$ cat config.mk
export PLATFORM = sky130hd
export DESIGN_NAME = ptp_time_counter
export DESIGN_NICKNAME = d
export VERILOG_FILES = /design/src/rtl/ptpc_pkg.sv /design/src/rtl/ptpc_regs.sv /design/src/rtl/ptpc_core.sv /design/src/rtl/ptpc_snap.sv /design/src/rtl/ptp_time_counter.sv
export SDC_FILE = /design/constraint.sdc
export NUM_CORES = 1
export LEC_CHECK = 0
export BUFFER_PORTS_ARGS = -buffer_cell sky130_fd_sc_hd__buf_2
export CAP_MARGIN = 20
export CELL_PAD_IN_SITES_DETAIL_PLACEMENT = 0
export CELL_PAD_IN_SITES_GLOBAL_PLACEMENT = 1
export CORE_UTILIZATION = 49
export DETAILED_ROUTE_END_ITERATION = 10
export PLACE_DENSITY = 0.9
export SYNTH_ARGS = -nofsm -noshare
export SYNTH_HDL_FRONTEND = slang
export SYNTH_SLANG_ARGS = --single-unit
$ cat constraint.sdc
create_clock -name clk -period 5.15 [get_ports clk]
set_input_delay 0.515 -clock clk [delete_from_list [all_inputs] [get_ports clk]]
set_output_delay 0.515 -clock clk [all_outputs]
set_load 0.02 [all_outputs]
$ cat src/rtl/ptpc_pkg.sv
package ptpc_pkg;

    localparam int WORD_W   = 32;
    localparam int PER_W    = 8;
    localparam int HALT_BIT = 31;
    localparam int SIGN_BIT = 31;

    typedef enum logic {
        MODE_FRAC_INC   = 1'b0,
        MODE_FIXED_STEP = 1'b1
    } mode_e;

    typedef enum logic [2:0] {
        RA_SUB  = 3'd0,
        RA_LO   = 3'd1,
        RA_HI   = 3'd2,
        RA_STEP = 3'd3,
        RA_CTRL = 3'd4
    } reg_addr_e;

    typedef struct packed {
        logic [WORD_W-1:0] sub;
        logic [WORD_W-1:0] lo;
        logic [WORD_W-1:0] hi;
    } time_words_t;

    typedef struct packed {
        logic              load;
        logic [WORD_W-1:0] sub;
        logic [WORD_W-1:0] lo;
        logic [WORD_W-1:0] hi;
    } load_req_t;

    function automatic logic [WORD_W-1:0] nominal_step(input int frac_w);
        logic [WORD_W-1:0] v;
        v = WORD_W'(16) << frac_w;
        return {8'd1, v[23:0]};
    endfunction

    function automatic logic [PER_W-1:0] eff_period(input logic [PER_W-1:0] p);
        return (p == '0) ? PER_W'(1) : p;
    endfunction

    function automatic reg_addr_e lowest_word(input mode_e m);
        return (m == MODE_FIXED_STEP) ? RA_SUB : RA_LO;
    endfunction

endpackage

$ cat src/rtl/ptpc_regs.sv
module ptpc_regs
    import ptpc_pkg::*;
#(
    parameter mode_e MODE   = MODE_FRAC_INC,
    parameter int    FRAC_W = 19
) (
    input  logic              clk,
    input  logic              rst,
    input  logic              wr_en,
    input  reg_addr_e         addr,
    input  logic [WORD_W-1:0] wdata,
    output logic [WORD_W-1:0] step_q,
    output logic              halt,
    output logic              step_wr,
    output load_req_t         ld
);
    localparam logic [WORD_W-1:0] STEP_RST =
        (MODE == MODE_FRAC_INC) ? nominal_step(FRAC_W) : '0;

    logic [WORD_W-1:0] sub_stg;
    logic [WORD_W-1:0] lo_stg;

    always_ff @(posedge clk) begin
        if (rst) begin
            step_q  <= STEP_RST;
            halt    <= 1'b0;
            sub_stg <= '0;
            lo_stg  <= '0;
        end else if (wr_en) begin
            case (addr)
                RA_SUB:  sub_stg <= wdata;
                RA_LO:   lo_stg  <= wdata;
                RA_STEP: step_q  <= wdata;
                RA_CTRL: halt    <= wdata[HALT_BIT];
                default: ;
            endcase
        end
    end

    always_comb begin
        ld.load = wr_en && (addr == RA_HI);
        ld.hi   = wdata;
        ld.lo   = lo_stg;
        ld.sub  = sub_stg;
        step_wr = wr_en && (addr == RA_STEP);
    end

    // staging a lower word leaves the committed load request idle
    p_stage_only_r8: assert property (@(posedge clk) disable iff (rst)
        (wr_en && addr == RA_LO) |-> !ld.load);

endmodule

$ cat src/rtl/ptpc_core.sv
module ptpc_core
    import ptpc_pkg::*;
#(
    parameter mode_e MODE   = MODE_FRAC_INC,
    parameter int    FRAC_W = 19,
    parameter int    A_TW   = 45,
    parameter int    B_NSW  = 40,
    parameter int    B_STEP = 8
) (
    input  logic              clk,
    input  logic              rst,
    input  logic [WORD_W-1:0] step_q,
    input  logic              halt,
    input  logic              step_wr,
    input  load_req_t         ld,
    output time_words_t       live
);
    logic [2*WORD_W-1:0] ld_full;
    assign ld_full = {ld.hi, ld.lo};

    generate
        if (MODE == MODE_FRAC_INC) begin : g_frac
            logic [A_TW-1:0]  acc;
            logic [PER_W-1:0] phase;
            logic             add_now;
            logic [A_TW-1:0]  ld_val;
            logic             unused_a;

            assign unused_a = ^{ld.sub, ld_full[2*WORD_W-1:A_TW]};
            assign ld_val   = ld_full[A_TW-1:0];
            assign add_now  = (phase == eff_period(step_q[31:24]) - PER_W'(1));

            always_ff @(posedge clk) begin
                if (rst) begin
                    acc   <= '0;
                    phase <= '0;
                end else if (ld.load) begin
                    acc   <= ld_val;
                    phase <= '0;
                end else if (step_wr) begin
                    phase <= '0;
                end else if (!halt) begin
                    if (add_now) begin
                        acc   <= acc + A_TW'(step_q[23:0]);
                        phase <= '0;
                    end else begin
                        phase <= phase + PER_W'(1);
                    end
                end
            end

            assign live.sub = '0;
            assign live.lo  = acc[WORD_W-1:0];
            assign live.hi  = WORD_W'(acc[A_TW-1:WORD_W]);

            p_halt_hold_r6: assert property (@(posedge clk) disable iff (rst)
                (halt && !ld.load) |=> $stable(acc));
            p_off_phase_hold_r4: assert property (@(posedge clk) disable iff (rst)
                (!add_now && !ld.load) |=> $stable(acc));
            p_load_commit_r8: assert property (@(posedge clk) disable iff (rst)
                ld.load |=> (acc == $past(ld_val)));
        end else begin : g_fixed
            logic [B_NSW-1:0]  ns;
            logic [WORD_W-1:0] sub;
            logic [WORD_W:0]   fsum;
            logic              carry;
            logic              borrow;
            logic [B_NSW-1:0]  ns_step;
            logic [B_NSW-1:0]  ld_val;
            logic              unused_b;

            assign unused_b = ^{step_wr, ld_full[2*WORD_W-1:B_NSW]};
            assign ld_val   = ld_full[B_NSW-1:0];

            always_comb begin
                if (step_q[SIGN_BIT])
                    fsum = {1'b0, sub} - {2'b0, step_q[30:0]};
                else
                    fsum = {1'b0, sub} + {2'b0, step_q[30:0]};
                carry   = ~step_q[SIGN_BIT] & fsum[WORD_W];
                borrow  =  step_q[SIGN_BIT] & fsum[WORD_W];
                ns_step = B_NSW'(B_STEP) + B_NSW'(carry) - B_NSW'(borrow);
            end

            always_ff @(posedge clk) begin
                if (rst) begin
                    ns  <= '0;
                    sub <= '0;
                end else if (ld.load) begin
                    ns  <= ld_val;
                    sub <= ld.sub;
                end else if (!halt) begin
                    ns  <= ns + ns_step;
                    sub <= fsum[WORD_W-1:0];
                end
            end

            assign live.sub = sub;
            assign live.lo  = ns[WORD_W-1:0];
            assign live.hi  = WORD_W'(ns[B_NSW-1:WORD_W]);

            p_step_range_r9: assert property (@(posedge clk) disable iff (rst)
                (!halt && !ld.load) |=>
                    ((ns - $past(ns)) == B_NSW'(B_STEP - 1)) ||
                    ((ns - $past(ns)) == B_NSW'(B_STEP)) ||
                    ((ns - $past(ns)) == B_NSW'(B_STEP + 1)));
            p_halt_hold_r6: assert property (@(posedge clk) disable iff (rst)
                (halt && !ld.load) |=> ($stable(ns) && $stable(sub)));
            p_load_commit_r8: assert property (@(posedge clk) disable iff (rst)
                ld.load |=> (ns == $past(ld_val)));
        end
    endgenerate

endmodule

$ cat src/rtl/ptpc_snap.sv
module ptpc_snap
    import ptpc_pkg::*;
#(
    parameter mode_e MODE  = MODE_FRAC_INC,
    parameter int    HI_W  = 13
) (
    input  logic              clk,
    input  logic              rst,
    input  logic              rd_en,
    input  reg_addr_e         addr,
    input  time_words_t       live,
    input  logic [WORD_W-1:0] step_q,
    input  logic              halt,
    output logic [WORD_W-1:0] rdata
);
    localparam reg_addr_e LOWEST = lowest_word(MODE);

    time_words_t       snap;
    logic              cap;
    logic [WORD_W-1:0] rd_next;

    assign cap = rd_en && (addr == LOWEST);

    always_comb begin
        case (addr)
            RA_SUB:  rd_next = (MODE == MODE_FIXED_STEP) ? live.sub : '0;
            RA_LO:   rd_next = (LOWEST == RA_LO) ? live.lo : snap.lo;
            RA_HI:   rd_next = snap.hi;
            RA_STEP: rd_next = step_q;
            RA_CTRL: rd_next = {halt, {(WORD_W-1){1'b0}}};
            default: rd_next = '0;
        endcase
    end

    always_ff @(posedge clk) begin
        if (rst) begin
            snap  <= '0;
            rdata <= '0;
        end else begin
            if (cap)
                snap <= live;
            if (rd_en)
                rdata <= rd_next;
        end
    end

    p_snap_hold_r7: assert property (@(posedge clk) disable iff (rst)
        !cap |=> $stable(snap));

    // reserved high-word bits stay clear in the captured copy
    always_comb begin
        if (!rst)
            p_hi_reserved_r12: assert (snap.hi[WORD_W-1:HI_W] == '0);
    end

endmodule

$ cat src/rtl/ptp_time_counter.sv
module ptp_time_counter
    import ptpc_pkg::*;
#(
    parameter mode_e MODE   = MODE_FRAC_INC,
    parameter int    FRAC_W = 19,
    parameter int    A_TW   = 45,
    parameter int    B_NSW  = 40,
    parameter int    B_STEP = 8
) (
    input  logic        clk,
    input  logic        rst,
    input  logic        reg_wr_en,
    input  logic        reg_rd_en,
    input  logic [2:0]  reg_addr,
    input  logic [31:0] reg_wdata,
    output logic [31:0] reg_rdata
);
    localparam int HI_W = (MODE == MODE_FRAC_INC) ? (A_TW - WORD_W) : (B_NSW - WORD_W);

    reg_addr_e         addr_e;
    logic [WORD_W-1:0] step_q;
    logic              halt;
    logic              step_wr;
    load_req_t         ld;
    time_words_t       live;

    assign addr_e = reg_addr_e'(reg_addr);

    ptpc_regs #(.MODE(MODE), .FRAC_W(FRAC_W)) u_regs (
        .clk(clk), .rst(rst), .wr_en(reg_wr_en), .addr(addr_e), .wdata(reg_wdata),
        .step_q(step_q), .halt(halt), .step_wr(step_wr), .ld(ld)
    );

    ptpc_core #(.MODE(MODE), .FRAC_W(FRAC_W), .A_TW(A_TW), .B_NSW(B_NSW), .B_STEP(B_STEP)) u_core (
        .clk(clk), .rst(rst), .step_q(step_q), .halt(halt), .step_wr(step_wr),
        .ld(ld), .live(live)
    );

    ptpc_snap #(.MODE(MODE), .HI_W(HI_W)) u_snap (
        .clk(clk), .rst(rst), .rd_en(reg_rd_en), .addr(addr_e), .live(live),
        .step_q(step_q), .halt(halt), .rdata(reg_rdata)
    );

endmodule

Word level (Yosys, flattened, before mapping)

Cells that the tools add are included.

Logic and storage cells: 34
Output and inout port bits: 32
Register bits: 163
Bits of input ports: 39

Equality and inequality tests: 7
Multiplexer cells: 7
Reductions and logical operators: 10
Add/subtract/negate cells: 3

Operators by type and width:

| kind                                                  | number |
|---|---|
| two-way mux 45 bit                                    | 4 |
| one-hot mux 32 bit (4 select lines)                   | 1 |
| adder 45 x 24 -> 45 bit                               | 1 |
| two-way mux 8 bit                                     | 2 |
| adder 8 x 1 -> 8 bit, second input constant           | 1 |
| == test 8 bit                                         | 1 |
| zero test 8 bit                                       | 1 |
| subtractor 8 x 1 -> 8 bit, second input constant      | 1 |
| == test 3 x 2 -> 1 bit, second input constant         | 2 |
| AND reduction 2 bit                                   | 3 |
| == test 3 x 1 -> 1 bit, second input constant         | 1 |
| == test 3 bit, second input constant                  | 1 |
| logical AND 1 bit                                     | 3 |
| AND reduction 3 bit                                   | 1 |
| OR reduction 3 bit                                    | 1 |
| inequality test 2 x 1 -> 1 bit, second input constant | 1 |
| inequality test 2 bit, second input constant          | 1 |
| nonzero test 2 bit                                    | 1 |

Logic depth before layout (Yosys ltp)

Depth after elaboration: 8
Mapped depth: 15
Gate-level depth less buffers: 12

Cells and area by module

From an unflattened synthesis, not the netlist that was laid out.

Cells, all modules: 1298
Area total of the unflattened synthesis: 11524.8 um^2

Modules (own cells, without submodules):

| module    | seq. area each (um^2) | instances | cells an instance | area each (um^2) |
|---|---|---|---|---|
| ptpc_core | 1061.0                | 1         | 580               | 4539.4 |
| ptpc_regs | 1941.9                | 1         | 389               | 4159.0 |
| ptpc_snap | 1281.2                | 1         | 329               | 2826.5 |

Worst setup path before layout

No wires, ideal clock.

Path kind: reg2reg
Start point: reg u_regs.step_q[27]
End point: reg u_core.g_frac.acc[28]
Period minus slack after synthesis: 2995 ps
Path buffers: 2
Library setup time: 74 ps
Required time: 5076 ps
Path slack: 2155 ps
Arrival: 2921 ps
Stages on the path, launching flop included: 15
Path through: dfxtp_1 > buf_2 > nor3_2 > nand2_1 > nor2_1 > nor2_1 > ha_1 > nor2b_1 > or3_1 > a31oi_2 > nand4_1 > or2_4 > buf_6 > or4_1 > a31oi_1

Longest elaborated chain between the ends: 6

Ends and longest elaborated chain:

| element                         | line            | source |
|---|---|---|
| from (decl)                     | ptpc_regs.sv:12 | `output logic [WORD_W-1:0] step_q,` |
| from (signal assigned)          | ptpc_regs.sv:33 | `RA_STEP: step_q <= wdata;` |
| zero test 8 bit                 | ptpc_pkg.sv:41  | `return (p == '0) ? PER_W'(1) : p;` |
| two-way mux 8 bit *             | ptpc_pkg.sv:41  |  |
| subtractor 8 x 1 -> 8 bit *     | ptpc_core.sv:31 | `assign add_now = (phase == eff_period(step_q[31:24]) - PER_W'(1));` |
| == test 8 bit *                 | ptpc_core.sv:31 |  |
| nonzero test 2 bit (no line) *  | n/a             |  |
| AND reduction 3 bit (no line) * | n/a             |  |
| to (signal assigned)            | ptpc_core.sv:38 | `acc <= ld_val;` |
| to (signal assigned)            | ptpc_core.sv:44 | `acc <= acc + A_TW'(step_q[23:0]);` |
| to (decl)                       | ptpc_core.sv:23 | `logic [A_TW-1:0] acc;` |

Mark *: on every way between the ends. The rest lies on a longest branch, timed or not.
A chain may end at the register's enable or synchronous reset.

Final worst setup path

Start point: reg u_regs.step_q[30]
End point: reg u_core.g_frac.acc[39]

Same word-level chain as after synthesis.

==> reports/metrics.yaml <==
status: "complete, no violations"
layout-drive-gt1-share_pct: 14.1
numCtsBuffers: 17
setup_viol: 0
postCtsSetupBuffers: 0
end_kind: "register"
synth_top_area_share_pct: 36.7
h-tree-depth: 4
rsz0062_at_grt: "false"
slew_viol_final: 0
cts_root_buffer: "clkbuf_16"
drt_wl_total_mm: 24.5
ff2ff_setup_slack_ns: 1.46
grt_max_degree: 59
cts_tree: "yes"
r2r-start: "u_regs.step_q[30]$_SDFFE_PP0P_"
die_y_um: 137
power_mw: 3.23
nets: 1224
ant_nets: 0
die_area_um2: 18700
wl_per_cell_um: 17.6
final_util_pct: 56.8
cap_violations: 0
worstRegToRegCells: 13
synthCells: 1134
crit_fanout: 32
clkSlewWorstSetupHoldPaths_ns: 0.06
initial_core_util_pct: 50.7
cellPowerDensity_nw_per_um2: 324
finalSetupTns_ns: 0
dp_cells: 1364
regToRegEndpoint: "u_core.g_frac.acc[39]$_SDFFE_PP0P_"
p_leak_nw: 3.80
synth_area_leaders: "dfxtp_1 (37%), nand2_1 (9.4%), a21oi_1 (7.5%)"
crit_slowest_cell: "o21ai_4"
fmax_ghz: 0.271
clk_latency_ns: 0.43
synth_top_area_cell: "dfxtp_1"
synth-edff-count: 0
crit_start: "u_regs.step_q[30]$_SDFFE_PP0P_"
grt_antenna_before_repair: 0
drt_iter0_drc: 664
gr-total-overflow: 0
synth_top_flop_cell: "dfxtp_1"
drtPass1Iterations: 5
crit_top_cell: "nor2_1"
die_w_um: 137
crit_end: "u_core.g_frac.acc[39]$_SDFFE_PP0P_"
cp.required_ns: 5.47
min_period_ns: 3.69
crit_chain: "nor3_1, nand2_1, nor2_1, nor2_1, ha_1, nor2b_1, or3_1, a31oi_2, nand4_1, o21ai_4, buf_12, a21oi_1, a211o_1"
slowest_delay_ns: 0.75
hpwlAfterDp_mm: 16.6
boundaryPins: 71
cts.sinks: 163
gp_congestion: 0.929
drc: 0
critPathLaunchType: "register"
worst-path-stages: 13
worstMarginPinSlew_ns: 1.08
via_per_inst: 5.93
groute.usage.overall_pct: 27.2
port_buffers: 70
finalNonFillerCells: 1396
peakVddDrop_mv: 0.256
rows: 48
hold_viol_final: 0
syn_to_final_growth_pct: 11.9
worst-path-buf-inv: 1
cts_resized: 0
first_global_vias: 7601
yosysUniqueCellTypes: 76
hold_class: "in -> reg"
min_period_over_period_pct: 71.6
grt_pass1_wl_mm: 39.5
fin_skew_ns: 0.0121
syn_area_um2: 8900
synth_seq_cells: 163
syn_area_per_cell_um2: 7.85
critPathTopFamily: "compound AO/OA/AOI/OAI gates"
synth_fp_nets: 1200
core-area_um2: 17500
ys_warn_count: 0
setup.worst_path.class: "reg -> reg"
arrival_ns: 4.01
layout_commonest_cell: "nand2_1"
layout_common_cells: "nand2_1 (222), dfxtp_1 (163), a21oi_1 (134)"
ys_seq_area_share_pct: 36.7
ys_async_sr_fraction_pct: 0
route.vias.total: 8274
holdBufCountCts: 0
maxSlewHeadroom_pct: 28.1
n_antenna_cell: 0
clock_path_buffers: 2
==> where the power goes <==
| part | total (mW) | internal [mW] | switching (mW) | leakage [nW] |
|---|---|---|---|---|
| logic | 0.526 | 0.198 | 0.328 | 2.18 |
| registers | 1.37 | 1.32 | 0.0534 | 1.32 |
| clock network | 1.33 | 0.817 | 0.514 | 0.298 |
| total | 3.23 | 2.33 | 0.895 | 3.80 |
==> cells in the mapped netlist, types with 5 or more instances <==
library cell / instances
a211oi_1: 8
a211oi_2: 12
a21oi_1: 134
a22o_1: 15
a22oi_1: 20
a311oi_2: 8
a31oi_1: 14
and2_1: 10
and3_1: 9
buf_1: 5
clkbuf_1: 64
dfxtp_1: 163
ha_1: 26
inv_1: 21
mux2_2: 13
mux2i_1: 22
nand2_1: 222
nand3_1: 24
nand4_1: 18
nor2_1: 117
nor2b_1: 10
nor3_1: 11
o211ai_1: 18
o21ai_0: 22
o21ai_1: 7
o311ai_1: 11
or3_1: 9
or4_1: 9
xnor2_1: 14
xor2_1: 16
==> worst register-to-register path: stages (launching register included) <==
cell,delay (ns)
dfxtp_1,0.35
nor3_1,0.36
nand2_1,0.12
nor2_1,0.10
nor2_1,0.05
ha_1,0.26
nor2b_1,0.15
or3_1,0.36
a31oi_2,0.22
nand4_1,0.19
o21ai_4,0.75
buf_12,0.31
a21oi_1,0.09
a211o_1,0.26
==> worst min path at each step <==
stage	startpoint	to	slack, ns	depth (start not counted)
after floorplan	u_regs.lo_stg[22]$_SDFFE_PP0P_	u_regs.lo_stg[22]$_SDFFE_PP0P_	0.43	2
after global placement	u_regs.lo_stg[0]$_SDFFE_PP0P_	u_regs.lo_stg[0]$_SDFFE_PP0P_	0.44	2
after detailed placement	u_regs.lo_stg[11]$_SDFFE_PP0P_	u_regs.lo_stg[11]$_SDFFE_PP0P_	0.45	2
after CTS	reg_rd_en	u_snap.rdata[31]$_SDFFE_PP0P_	0.28	2
after global routing	reg_rd_en	u_snap.rdata[31]$_SDFFE_PP0P_	0.29	2
final	reg_rd_en	u_snap.rdata[31]$_SDFFE_PP0P_	0.29	2
==> cells by family after synthesis <==
| logic type | synth area share, % |
|---|---|
| AOI/OAI and AO/OA | 24.5 |
| xor gates and xnor gates | 2.95 |
| adders and majority gates | 3.88 |
| buffers and inverters | 4.64 |
| DFF | 36.7 |
| muxes | 4.12 |
| and+or+nand+nor | 23.2 |
==> per-stage QoR <==
step                setup WS, ns  hold WS (ns)  instance area [um^2]
global route                1.16         0.292                  9950
CTS                         1.49         0.280                  9950
global placement            1.59         0.443                  9310
finish                      1.46         0.286                  9950
detailed placement          1.52         0.447                  9340
floorplan                   2.16         0.432                  8900
==> per-layer routing <==
layer | wire length (um) | vias to the layer above | track usage [%]
met5 | 0 | - | 0
met4 | 540 | 0 | 9.38
met3 | 1430 | 32 | 5.04
met2 | 11200 | 228 | 43.5
met1 | 11400 | 3932 | 36.7
li1 | - | 4082 | -
==> sequential cells by signal, indices dropped and copies added (netlist names) <==
register	flops
u_regs.lo_stg	32
u_core.g_frac.phase	8
u_regs.step_q	32
u_snap.snap	13
u_core.g_frac.acc	45
u_snap.rdata	32
u_regs.halt	1
==> layout make-up <==
cell class / count / area (um^2)
Fill cell: 1695 / 7580
Inverter: 21 / 78.8
Timing Repair Buffer: 83 / 483
Clock inverter: 7 / 120
Multi-Input combinational cell: 872 / 5230
Sequential cell: 163 / 3260
Clock buffer: 25 / 495
Tap cell: 225 / 282
Note: power is estimated with default switching activity, not from simulation.
